`src/rtl/flash_ramp_pkg.sv`:
```
package flash_ramp_pkg;

   typedef enum logic [1:0] {
      ST_IDLE = 2'd0,
      ST_RUN  = 2'd1,
      ST_FALL = 2'd2,
      ST_DONE = 2'd3
   } ramp_state_e;

   function automatic int max_int(input int a, input int b);
      return (a > b) ? a : b;
   endfunction

   function automatic int bits_for(input int value);
      return (value < 2) ? 1 : $clog2(value + 1);
   endfunction

endpackage

```
`src/rtl/flash_ramp_pacer.sv`:
```
module flash_ramp_pacer
   import flash_ramp_pkg::*;
#(
   parameter int UP_TICKS = 12
) (
   input  logic clk,
   input  logic rst_n,
   input  logic tick,
   input  logic strobe,
   input  logic all_zero,
   output logic start,
   output logic run,
   output logic up_step,
   output logic done
);

   localparam int CNT_W = (UP_TICKS > 1) ? $clog2(UP_TICKS) : 1;

   if (UP_TICKS < 1) begin : g_bad_ticks
      $error("flash_ramp_pacer: UP_TICKS must be at least 1");
   end

   ramp_state_e state_q, state_d;

   always_comb begin
      state_d = state_q;
      unique case (state_q)
         ST_IDLE: if (strobe)   state_d = ST_RUN;
         ST_RUN:  if (!strobe)  state_d = ST_FALL;
         ST_FALL: if (all_zero) state_d = ST_DONE;
         default:               state_d = ST_IDLE;
      endcase
   end

   always_ff @(posedge clk) begin
      if (!rst_n) state_q <= ST_IDLE;
      else        state_q <= state_d;
   end

   assign start = (state_q == ST_IDLE) && strobe;
   assign run   = (state_q == ST_RUN) && strobe;
   assign done  = (state_q == ST_DONE);

   if (UP_TICKS == 1) begin : g_every
      assign up_step = run && tick;
   end else begin : g_count
      localparam logic [CNT_W-1:0] LAST = CNT_W'(UP_TICKS - 1);
      logic [CNT_W-1:0] cnt_q;

      always_ff @(posedge clk) begin
         if (!rst_n)           cnt_q <= '0;
         else if (start)       cnt_q <= '0;
         else if (run && tick) cnt_q <= (cnt_q == LAST) ? '0 : cnt_q + 1'b1;
      end

      assign up_step = run && tick && (cnt_q == LAST);

      a_r3_cnt_bound: assert property (@(posedge clk) disable iff (!rst_n)
         cnt_q <= LAST);
   end

   a_r9_done_single: assert property (@(posedge clk) disable iff (!rst_n)
      done |=> !done);

   a_r11_fall_no_restart: assert property (@(posedge clk) disable iff (!rst_n)
      (state_q == ST_FALL) |=> (state_q == ST_FALL || state_q == ST_DONE));

endmodule

```
`src/rtl/flash_droop_mon.sv`:
```
module flash_droop_mon #(
   parameter int BATT_W  = 13,
   parameter int DSEL_W  = 3,
   parameter int BASE_MV = 50,
   parameter int STEP_MV = 25
) (
   input  logic              clk,
   input  logic              rst_n,
   input  logic              start,
   input  logic              run,
   input  logic              tick,
   input  logic              en,
   input  logic              blank,
   input  logic [BATT_W-1:0] batt,
   input  logic [DSEL_W-1:0] dsel,
   output logic              hold_up
);

   localparam int AW     = BATT_W + 1;
   localparam int MAX_MV = BASE_MV + STEP_MV * ((1 << DSEL_W) - 1);

   if (MAX_MV >= (1 << BATT_W)) begin : g_bad_allow
      $error("flash_droop_mon: droop allowance does not fit the battery width");
   end

   logic [AW-1:0]     allow, batt_x, floor_d;
   logic [BATT_W-1:0] floor_q;
   logic              frozen_q, trip;

   always_comb begin
      allow   = AW'(BASE_MV) + AW'(STEP_MV) * AW'(dsel);
      batt_x  = AW'(batt);
      floor_d = (batt_x > allow) ? (batt_x - allow) : '0;
   end

   always_ff @(posedge clk) begin
      if (!rst_n)     floor_q <= '0;
      else if (start) floor_q <= BATT_W'(floor_d);
   end

   assign trip = run && tick && en && !blank && (batt < floor_q);

   always_ff @(posedge clk) begin
      if (!rst_n)     frozen_q <= 1'b0;
      else if (start) frozen_q <= 1'b0;
      else if (trip)  frozen_q <= 1'b1;
   end

   assign hold_up = frozen_q | trip;

   a_r6_frozen_sticky: assert property (@(posedge clk) disable iff (!rst_n)
      ($past(frozen_q) && !$past(start)) |-> frozen_q);

   a_r5_floor_kept: assert property (@(posedge clk) disable iff (!rst_n)
      !$past(start) |-> $stable(floor_q));

endmodule

```
`src/rtl/flash_ramp_chan.sv`:
```
module flash_ramp_chan
   import flash_ramp_pkg::*;
#(
   parameter int LVL_W   = 6,
   parameter int CODE_W  = 6,
   parameter int VID_W   = 4,
   parameter int MAX_LVL = 32,
   parameter int DN_STEP = 2
) (
   input  logic              clk,
   input  logic              rst_n,
   input  logic              tick,
   input  logic              up_step,
   input  logic              hold_up,
   input  logic              run,
   input  logic              blank,
   input  logic [CODE_W-1:0] code,
   input  logic [VID_W-1:0]  vid_code,
   output logic [LVL_W-1:0]  lvl
);

   localparam int CW = max_int(max_int(LVL_W, CODE_W), VID_W) + 1;

   if (MAX_LVL >= (1 << LVL_W) || DN_STEP < 1 || DN_STEP > MAX_LVL) begin : g_bad_chan
      $error("flash_ramp_chan: ceiling or down step out of range");
   end

   logic [CW-1:0]    raw, lim, tgt, cur, gap, nxt;
   logic [LVL_W-1:0] lvl_q;

   always_comb begin
      raw = blank ? CW'(vid_code) : CW'(code);
      lim = (raw > CW'(MAX_LVL)) ? CW'(MAX_LVL) : raw;
      tgt = run ? lim : '0;
      cur = CW'(lvl_q);
      gap = cur - tgt;
      nxt = cur;
      if (tick && (cur > tgt)) begin
         nxt = (gap > CW'(DN_STEP)) ? (cur - CW'(DN_STEP)) : tgt;
      end else if (up_step && !hold_up && (cur < tgt)) begin
         nxt = cur + 1'b1;
      end
   end

   always_ff @(posedge clk) begin
      if (!rst_n) lvl_q <= '0;
      else        lvl_q <= LVL_W'(nxt);
   end

   assign lvl = lvl_q;

   a_r2_ceiling: assert property (@(posedge clk) disable iff (!rst_n)
      lvl_q <= LVL_W'(MAX_LVL));

   a_r10_tick_only: assert property (@(posedge clk) disable iff (!rst_n)
      !$past(tick) |-> $stable(lvl_q));

   a_r3_up_by_one: assert property (@(posedge clk) disable iff (!rst_n)
      (lvl_q > $past(lvl_q)) |-> ((lvl_q == $past(lvl_q) + 1'b1) && $past(up_step)));

   a_r4_down_bounded: assert property (@(posedge clk) disable iff (!rst_n)
      (lvl_q < $past(lvl_q)) |-> (($past(lvl_q) - lvl_q) <= LVL_W'(DN_STEP)));

   a_r6_held: assert property (@(posedge clk) disable iff (!rst_n)
      $past(hold_up) |-> (lvl_q <= $past(lvl_q)));

endmodule

```
`src/rtl/flash_ramp_ctrl.sv`:
```
module flash_ramp_ctrl
   import flash_ramp_pkg::*;
#(
   parameter int NUM_CH        = 3,
   parameter int WIDE_IDX      = 1,
   parameter int WIDE_W        = 6,
   parameter int NARROW_W      = 5,
   parameter int VID_W         = 4,
   parameter int WIDE_MAX      = 32,
   parameter int NARROW_MAX    = 16,
   parameter int UP_TICKS      = 12,
   parameter int DN_STEP       = 2,
   parameter int BATT_W        = 13,
   parameter int DSEL_W        = 3,
   parameter int DROOP_BASE_MV = 50,
   parameter int DROOP_STEP_MV = 25,
   localparam int LVL_W        = bits_for(max_int(WIDE_MAX, NARROW_MAX))
) (
   input  logic                          clk,
   input  logic                          rst_n,
   input  logic                          us_tick,
   input  logic                          strobe_req,
   input  logic                          blank_in,
   input  logic [WIDE_W-1:0]             flash_code_wide,
   input  logic [NARROW_W-1:0]           flash_code_narrow,
   input  logic [VID_W-1:0]              video_code,
   input  logic                          droop_en,
   input  logic [DSEL_W-1:0]             droop_sel,
   input  logic [BATT_W-1:0]             batt_mv,
   output logic [NUM_CH-1:0][LVL_W-1:0]  led_level,
   output logic                          ramp_done
);

   if (NUM_CH < 1 || WIDE_IDX < 0 || WIDE_IDX >= NUM_CH) begin : g_bad_top
      $error("flash_ramp_ctrl: channel count or wide index out of range");
   end

   logic [NUM_CH-1:0][LVL_W-1:0] lvl;
   logic start, run, up_step, hold_up, all_zero, done;

   assign all_zero = (lvl == '0);

   flash_ramp_pacer #(
      .UP_TICKS (UP_TICKS)
   ) u_pacer (
      .clk      (clk),
      .rst_n    (rst_n),
      .tick     (us_tick),
      .strobe   (strobe_req),
      .all_zero (all_zero),
      .start    (start),
      .run      (run),
      .up_step  (up_step),
      .done     (done)
   );

   flash_droop_mon #(
      .BATT_W  (BATT_W),
      .DSEL_W  (DSEL_W),
      .BASE_MV (DROOP_BASE_MV),
      .STEP_MV (DROOP_STEP_MV)
   ) u_droop (
      .clk     (clk),
      .rst_n   (rst_n),
      .start   (start),
      .run     (run),
      .tick    (us_tick),
      .en      (droop_en),
      .blank   (blank_in),
      .batt    (batt_mv),
      .dsel    (droop_sel),
      .hold_up (hold_up)
   );

   for (genvar c = 0; c < NUM_CH; c++) begin : g_ch
      if (c == WIDE_IDX) begin : g_wide
         flash_ramp_chan #(
            .LVL_W   (LVL_W),
            .CODE_W  (WIDE_W),
            .VID_W   (VID_W),
            .MAX_LVL (WIDE_MAX),
            .DN_STEP (DN_STEP)
         ) u_chan (
            .clk      (clk),
            .rst_n    (rst_n),
            .tick     (us_tick),
            .up_step  (up_step),
            .hold_up  (hold_up),
            .run      (run),
            .blank    (blank_in),
            .code     (flash_code_wide),
            .vid_code (video_code),
            .lvl      (lvl[c])
         );
      end else begin : g_narrow
         flash_ramp_chan #(
            .LVL_W   (LVL_W),
            .CODE_W  (NARROW_W),
            .VID_W   (VID_W),
            .MAX_LVL (NARROW_MAX),
            .DN_STEP (DN_STEP)
         ) u_chan (
            .clk      (clk),
            .rst_n    (rst_n),
            .tick     (us_tick),
            .up_step  (up_step),
            .hold_up  (hold_up),
            .run      (run),
            .blank    (blank_in),
            .code     (flash_code_narrow),
            .vid_code (video_code),
            .lvl      (lvl[c])
         );
      end
   end

   assign led_level = lvl;
   assign ramp_done = done;

   a_r9_done_at_zero: assert property (@(posedge clk) disable iff (!rst_n)
      ramp_done |-> (led_level == '0));

   a_r1_quiet_after_reset: assert property (@(posedge clk)
      $past(!rst_n) |-> (led_level == '0 && !ramp_done));

endmodule

```
`config.mk`:
```
export PLATFORM = sky130hd
export DESIGN_NAME = flash_ramp_ctrl
export DESIGN_NICKNAME = d
export VERILOG_FILES = /design/src/rtl/flash_ramp_pkg.sv /design/src/rtl/flash_ramp_pacer.sv /design/src/rtl/flash_droop_mon.sv /design/src/rtl/flash_ramp_chan.sv /design/src/rtl/flash_ramp_ctrl.sv
export SDC_FILE = /design/constraint.sdc
export NUM_CORES = 1
export LEC_CHECK = 0
export ABC_AREA = 1
export BUFFER_PORTS_ARGS = -buffer_cell sky130_fd_sc_hd__buf_4
export CAP_MARGIN = 20
export CORE_ASPECT_RATIO = 0.9
export CORE_MARGIN = 2
export CORE_UTILIZATION = 61
export DETAILED_ROUTE_END_ITERATION = 8
export PLACE_DENSITY = 0.91
export SLEW_MARGIN = 10
export SYNTH_ARGS = -nofsm -noshare
export SYNTH_HDL_FRONTEND = slang
export SYNTH_HIERARCHICAL = 1
export SYNTH_SLANG_ARGS = --single-unit
```
`constraint.sdc`:
```
create_clock -name clk -period 3.8 [get_ports clk]
set_input_delay 0.57 -clock clk [delete_from_list [all_inputs] [get_ports clk]]
set_output_delay 0.57 -clock clk [all_outputs]
set_load 0.1 [all_outputs]
```
After elaboration in Yosys (flattened, before gate mapping)

Index checks and enable logic that the tools add are counted.

Bits in registers: 38

$add $sub $neg: 12
Equal/unequal tests: 7
Order comparisons: 13
Muxes and demuxes: 21
Bitwise logic cells: 2
Multiply operators: 1
Reduce and logical (&&, ||, !) cells: 23

Operators with widths:

| operator                                                             | count |
|---|---|
| 6-bit two-way mux                                                    | 10 |
| 7-bit two-way mux                                                    | 4 |
| 6-bit by 7-bit > comparator with 1-bit output                        | 3 |
| 7-bit by 2-bit > comparator with 1-bit output, second input constant | 3 |
| 6-bit by 7-bit < comparator with 1-bit output                        | 3 |
| 6-bit by 7-bit subtractor with 7-bit output                          | 3 |
| 6-bit by 1-bit adder with 6-bit output, second input constant        | 3 |
| 18-bit zero test                                                     | 1 |
| 6-bit by 2-bit subtractor with 6-bit output, second input constant   | 3 |
| 13-bit by 14-bit > comparator with 1-bit output                      | 1 |
| 1-bit logical AND                                                    | 14 |
| 13-bit < comparator                                                  | 1 |
| 13-bit two-way mux                                                   | 1 |
| 13-bit subtractor                                                    | 1 |
| 6-bit by 8-bit adder with 9-bit output, first input constant         | 1 |
| 5-bit by 3-bit multiplier with 8-bit output, first input constant    | 1 |
| 7-bit by 5-bit > comparator with 1-bit output, second input constant | 1 |
| 7-bit by 6-bit > comparator with 1-bit output, second input constant | 1 |
| 2-bit two-way mux                                                    | 3 |
| 2-bit != test, second input constant                                 | 3 |
| 2-bit case mux with 3 select lines                                   | 1 |
| 2-bit nonzero test                                                   | 3 |
| 5-bit two-way mux                                                    | 1 |
| 4-bit by 1-bit adder with 4-bit output, second input constant        | 1 |
| 10 further kinds                                                     | 12 |

Depth between registers and ports, before layout

Depth in word-level cells: 12
Depth in mapped cells: 23

Cells and area by module

The synthesis kept the hierarchy.

Modules (own cells, without submodules):

| module                                        | instances | cells an instance | sequential area each (sq um) | area an instance (sq um) |
|---|---|---|---|---|
| flash_ramp_chan (g_ch[0].g_narrow.u_chan ...) | 2         | 155               | 120.1                        | 930.9 |
| flash_droop_mon                               | 1         | 282               | 280.3                        | 1740.4 |
| flash_ramp_chan (g_ch[1].g_wide.u_chan)       | 1         | 168               | 120.1                        | 983.4 |
| flash_ramp_pacer                              | 1         | 65                | 120.1                        | 447.9 |
| flash_ramp_ctrl                               | 1         | 16                | 0.0                          | 66.3 |

Least setup slack after synthesis

Ideal clock, no wire load.

Path type: input -> register
Start point: input droop_sel[1]
End point: register u_droop.floor_q[4]
Data required time: 3.682 ns
Stages: 16
Path slack: 0.964 ns
Library setup time: 0.118 ns
Arrival: 2.718 ns
Cell sequence: inv_1 > ha_1 > xnor2_1 > ha_1 > nand3_1 > nand2_1 > a21oi_1 > ha_1 > nand2_1 > inv_1 > nand2_1 > nand2_1 > nor2_1 > nand2_1 > nand3_2 > o21ai_1

Word-level cells in the longest chain between the ends: 4
Elaborated cells on any way between the ends: 5

Ends and longest elaborated chain:

| item                                                                                        | line                  | RTL |
|---|---|---|
| start, declared                                                                             | flash_ramp_ctrl.sv:28 | `input logic [DSEL_W-1:0] droop_sel,` |
| 5-bit by 3-bit multiplier with 8-bit output *                                               | flash_droop_mon.sv:31 | `allow = AW'(BASE_MV) + AW'(STEP_MV) * AW'(dsel);` |
| 6-bit by 8-bit adder with 9-bit output *                                                    | flash_droop_mon.sv:31 |  |
| 13-bit subtractor / 13-bit by 14-bit > comparator with 1-bit output (equally long branches) | flash_droop_mon.sv:33 | `floor_d = (batt_x > allow) ? (batt_x - allow) : '0;` |
| 13-bit two-way mux *                                                                        | flash_droop_mon.sv:33 |  |
| end signal, assigned                                                                        | flash_droop_mon.sv:38 | `else if (start) floor_q <= BATT_W'(floor_d);` |
| end, declared                                                                               | flash_droop_mon.sv:27 | `logic [BATT_W-1:0] floor_q;` |

Every way passes the cells marked *; elsewhere a longest branch is shown, timed or not.
A chain may end at the register's enable or synchronous reset.

Worst setup path after layout

Start point: register u_pacer.state_q[1]
End point: register g_ch[1].g_wide.u_chan.lvl_q[0]

Word-level cells in the longest chain between the ends: 11
Elaborated cells on any way between the ends: 20

Ends and longest elaborated chain:

| item                                                                                | line                   | RTL |
|---|---|---|
| start, declared                                                                     | flash_ramp_pacer.sv:23 | `ramp_state_e state_q, state_d;` |
| start signal, assigned                                                              | flash_ramp_pacer.sv:37 | `else state_q <= state_d;` |
| 2-bit by 1-bit == test with 1-bit output *                                          | flash_ramp_pacer.sv:41 | `assign run = (state_q == ST_RUN) && strobe;` |
| 1-bit logical AND *                                                                 | flash_ramp_pacer.sv:41 |  |
| net run                                                                             | flash_ramp_ctrl.sv:39  | `logic start, run, up_step, hold_up, all_zero, done;` |
| branches (longest 9 deep; another with 6-bit by 7-bit subtractor with 7-bit output) | --                     |  |
| end signal, assigned                                                                | flash_ramp_chan.sv:47  | `else lvl_q <= LVL_W'(nxt);` |
| end, declared                                                                       | flash_ramp_chan.sv:29  | `logic [LVL_W-1:0] lvl_q;` |

Mark *: on every way through the listed nets, which the timed path passes.

==> out/qor.yml <==
sta:
  rsz0062_at_grt: "false"
  finalCriticalPeriod_ns: 3.36
  maxSlewViolCount: 0
  setup_viol_count_final: 0
  tightest_slew_ns: 0.783
  hold_slack_ns: 0.461
  post-route-period-util_pct: 88.5
  skew_ns: 0.00703
  tns_ns: 0
  maxSlewHeadroom_pct: 47.6
  hold_viol_final: 0
  fmax_mhz: 297
placed_design:
  gp_congestion: 0.920
  port_buffers: 55
  dpl_cell_area_um2: 5630
  hpwl_um: 10200
synth:
  syn_inst: 841
  synth_edf_count: 0
  synth.top_cell.area_share_pct: 18.1
  yosysMostFrequentCell: "nand2_1"
  async_flop_share_pct: 0
  netlist_area_um2: 5100
  yosysSeqAreaShare_pct: 14.9
  synth-seq-cells: 38
  synth.avg_cell_area_um2: 6.06
  synth.cells.most_frequent: "nand2_1 (246), inv_1 (125), nand3_1 (88)"
  synth_area_leaders: "nand2_1 (18%), ha_1 (16%), dfxtp_1 (15%), inv_1 (9.2%), nand3_1 (8.6%)"
  ys_warn_count: 6
  synth.distinct_cells: 34
  ys.flop_type: "dfxtp_1"
  synth_top_area_cell: "nand2_1"
  syn_nets: 946
routing:
  viasPerCell: 5.33
  drt_first_pass_iters: 5
  drc: 0
  antenna_left: 0
  first_iter_violations: 386
  avgRoutedWirePerCell_um: 12.6
  drt_wl_total_um: 12600
  routed-via-count: 5340
hold_path:
  min_from: "u_droop/floor_q[10]$_SDFFE_PN0P_"
  hold_depth: 2
  hold_path_class: "register to register"
  min_to: "u_droop/floor_q[10]$_SDFFE_PN0P_"
critical_path:
  end_kind: "register"
  start_kind: "register"
  r2r_end: "g_ch[1].g_wide.u_chan/lvl[0]$_SDFFE_PN0P_"
  worst_path_max_delay_cell: "nor4_1"
  cp.arrival_ns: 3.56
  crit_type: "register to register"
  worstPathRequired_ns: 4.00
  crit_fanout: 16
  startpoint: "u_pacer/state_q[1]$_SDFFE_PN0P_"
  cp_slowest_stage_delay_ns: 0.41
  r2r_setup_slack_ns: 0.44
  cp_cell_sequence: "inv_1, ha_1, nand2_1, inv_1, inv_1, nor4_1, inv_1, ha_1, nand2_1, inv_1, nand3_1, nand2_1, nand2_2, nand2_2, nand3_2, nand2_1, o21ai_1, nor2_1, nor2_1"
  r2r_cells: 19
  path_common_cell: "inv_1"
  r2r_start: "u_pacer/state_q[1]$_SDFFE_PN0P_"
die:
  core_um2: 8070
  ioPinCount: 56
  rows: 31
  die_y_um: 90.7
  dieArea_um2: 9110
  initial_core_util_pct: 63.2
  die_w_um: 100
power_and_ir_drop:
  p_switching_uw: 2300
  p_leak_uw: 0.00305
  clkPwrFrac_pct: 9.0
  vdd_drop_max_v: 0.000613
  pwr-share-seq_pct: 16.2
  internal_power_uw: 1660
  power_density_nw_per_um2: 690
  p_sw_share_pct: 58.1
  p_comb_share_pct: 74.8
clock_network:
  path_clk_slew_ns: 0.09
  cts_setup_buffers: 0
  cts_buffers: 5
  htreeDepth: 2
  cts_root_buf: "clkbuf_8"
  clk_path_buf_depth: 2
  clk_latency_ns: 0.30
  cts_sinks: 38
  holdBufCountCts: 0
  cts_tree: "done"
  cts_resized: 0
layout:
  design_area_um2: 5750
  final_net_count: 1007
  drive_above_1_share_pct: 15.3
  area_growth_pct: 12.7
  n_antenna_cell: 0
grt:
  use_met3_pct: 3.02
  grt_pass1_vias: 4758
  use_met2_pct: 45.0
  antenna_found_initial: 0
  grt_busiest_layer: "met2"
  grt_pass1_wl_um: 21000
  grt_overflow: 0
  grt_use_met1_pct: 38.6
  track_usage_pct: 27.5
  grt_max_degree: 23
run_status:
  status: "finished clean"
run:
  drv_cap: 0
cell families after synthesis:
group                    after synthesis  synth area share [%]
AO/OA/AOI/OAI                         80                  8.34
AND/OR/NAND/NOR                      488                  44.6
buffers and inverters                144                  10.9
flip-flops                            38                  14.9
adder cells (fa/ha/maj)               68                  17.3
XOR/XNOR                              23                  3.95
cells in the final DEF, fill, tap and decap left out, types with 5 or more instances in the layout:
| cell | instances |
|---|---|
| o21ai_0 | 21 |
| o21ai_1 | 21 |
| inv_2 | 15 |
| nor2_4 | 5 |
| xor2_1 | 16 |
| nor2_1 | 81 |
| dfxtp_1 | 38 |
| nor2_2 | 8 |
| clkbuf_8 | 5 |
| buf_4 | 55 |
| or2_1 | 6 |
| inv_1 | 125 |
| nand3_2 | 10 |
| ha_1 | 64 |
| xnor2_1 | 7 |
| nand2_1 | 246 |
| nand2_2 | 16 |
| nand4_1 | 9 |
| nand3_1 | 88 |
| a21oi_1 | 34 |
worst max-delay path, delay by kind of cell (launching register included):
kind                     cells  cell delay, ns
AO/OA/AOI/OAI                1            0.08
adder cells (fa/ha/maj)      2            0.62
buffers and inverters        5            0.72
flip-flops                   1            0.35
AND/OR/NAND/NOR             11            1.50
registers in the layout, summed over array words and instances, names as in the netlist:
name and flops:
g_ch.g_narrow.u_chan/lvl 12, u_droop/frozen_q 1, u_pacer/state_q 2, u_droop/floor_q 13
u_pacer/g_count.cnt_q 4, g_ch.g_wide.u_chan/lvl 6
per-layer routing:
| metal | vias to the layer above | wire length (um) |
|---|---|---|
| li1 | 2777 | - |
| met1 | 2363 | 5860 |
| met2 | 175 | 5690 |
| met3 | 25 | 810 |
| met4 | 0 | 235 |
| met5 | - | 0 |
power groups by stage:
stage          clock network [uW]  registers [uW]  logic, uW
2_1_floorplan                   0             993       2020
3_3_place_gp                    0             649       2850
3_5_place_dp                    0             649       2910
4_1_cts                       366             641       2940
5_1_grt                       377             661       3300
6_report                      358             643       2960
worst max path at each step:
stage / to / slack [ns] / cells past startpoint
3_5_place_dp: u_droop/floor_q[3]$_SDFFE_PN0P_ / 0.52 / 17
3_3_place_gp: u_droop/floor_q[2]$_SDFFE_PN0P_ / 0.62 / 17
4_1_cts: g_ch[1].g_wide.u_chan/lvl[0]$_SDFFE_PN0P_ / 0.52 / 20
6_report: g_ch[1].g_wide.u_chan/lvl[0]$_SDFFE_PN0P_ / 0.44 / 19
5_1_grt: g_ch[1].g_wide.u_chan/lvl[0]$_SDFFE_PN0P_ / 0.12 / 19
2_1_floorplan: u_droop/floor_q[4]$_SDFFE_PN0P_ / 0.96 / 16
final cells by class:
cell class	instances	area [um^2]
Multi-Input combinational cell	659	3780
Fill cell	727	2320
Sequential cell	38	761
Inverter	143	552
Timing Repair Buffer	55	413
Tap cell	99	124
Clock buffer	5	68.8
Clock inverter	3	45.0
per-stage QoR:
step / setup WS (ns) / utilization, % / std cells / power (uW)
4_1_cts: 0.524 / 71.2 / 1002 / 3950
2_1_floorplan: 0.964 / - / 841 / 3010
5_1_grt: 0.123 / 71.2 / 1002 / 4340
3_5_place_dp: 0.517 / 69.8 / 994 / 3560
3_3_place_gp: 0.625 / 69.8 / 994 / 3500
6_report: 0.437 / 71.2 / 1002 / 3970
No activity file was read; power rests on OpenSTA's default activity.
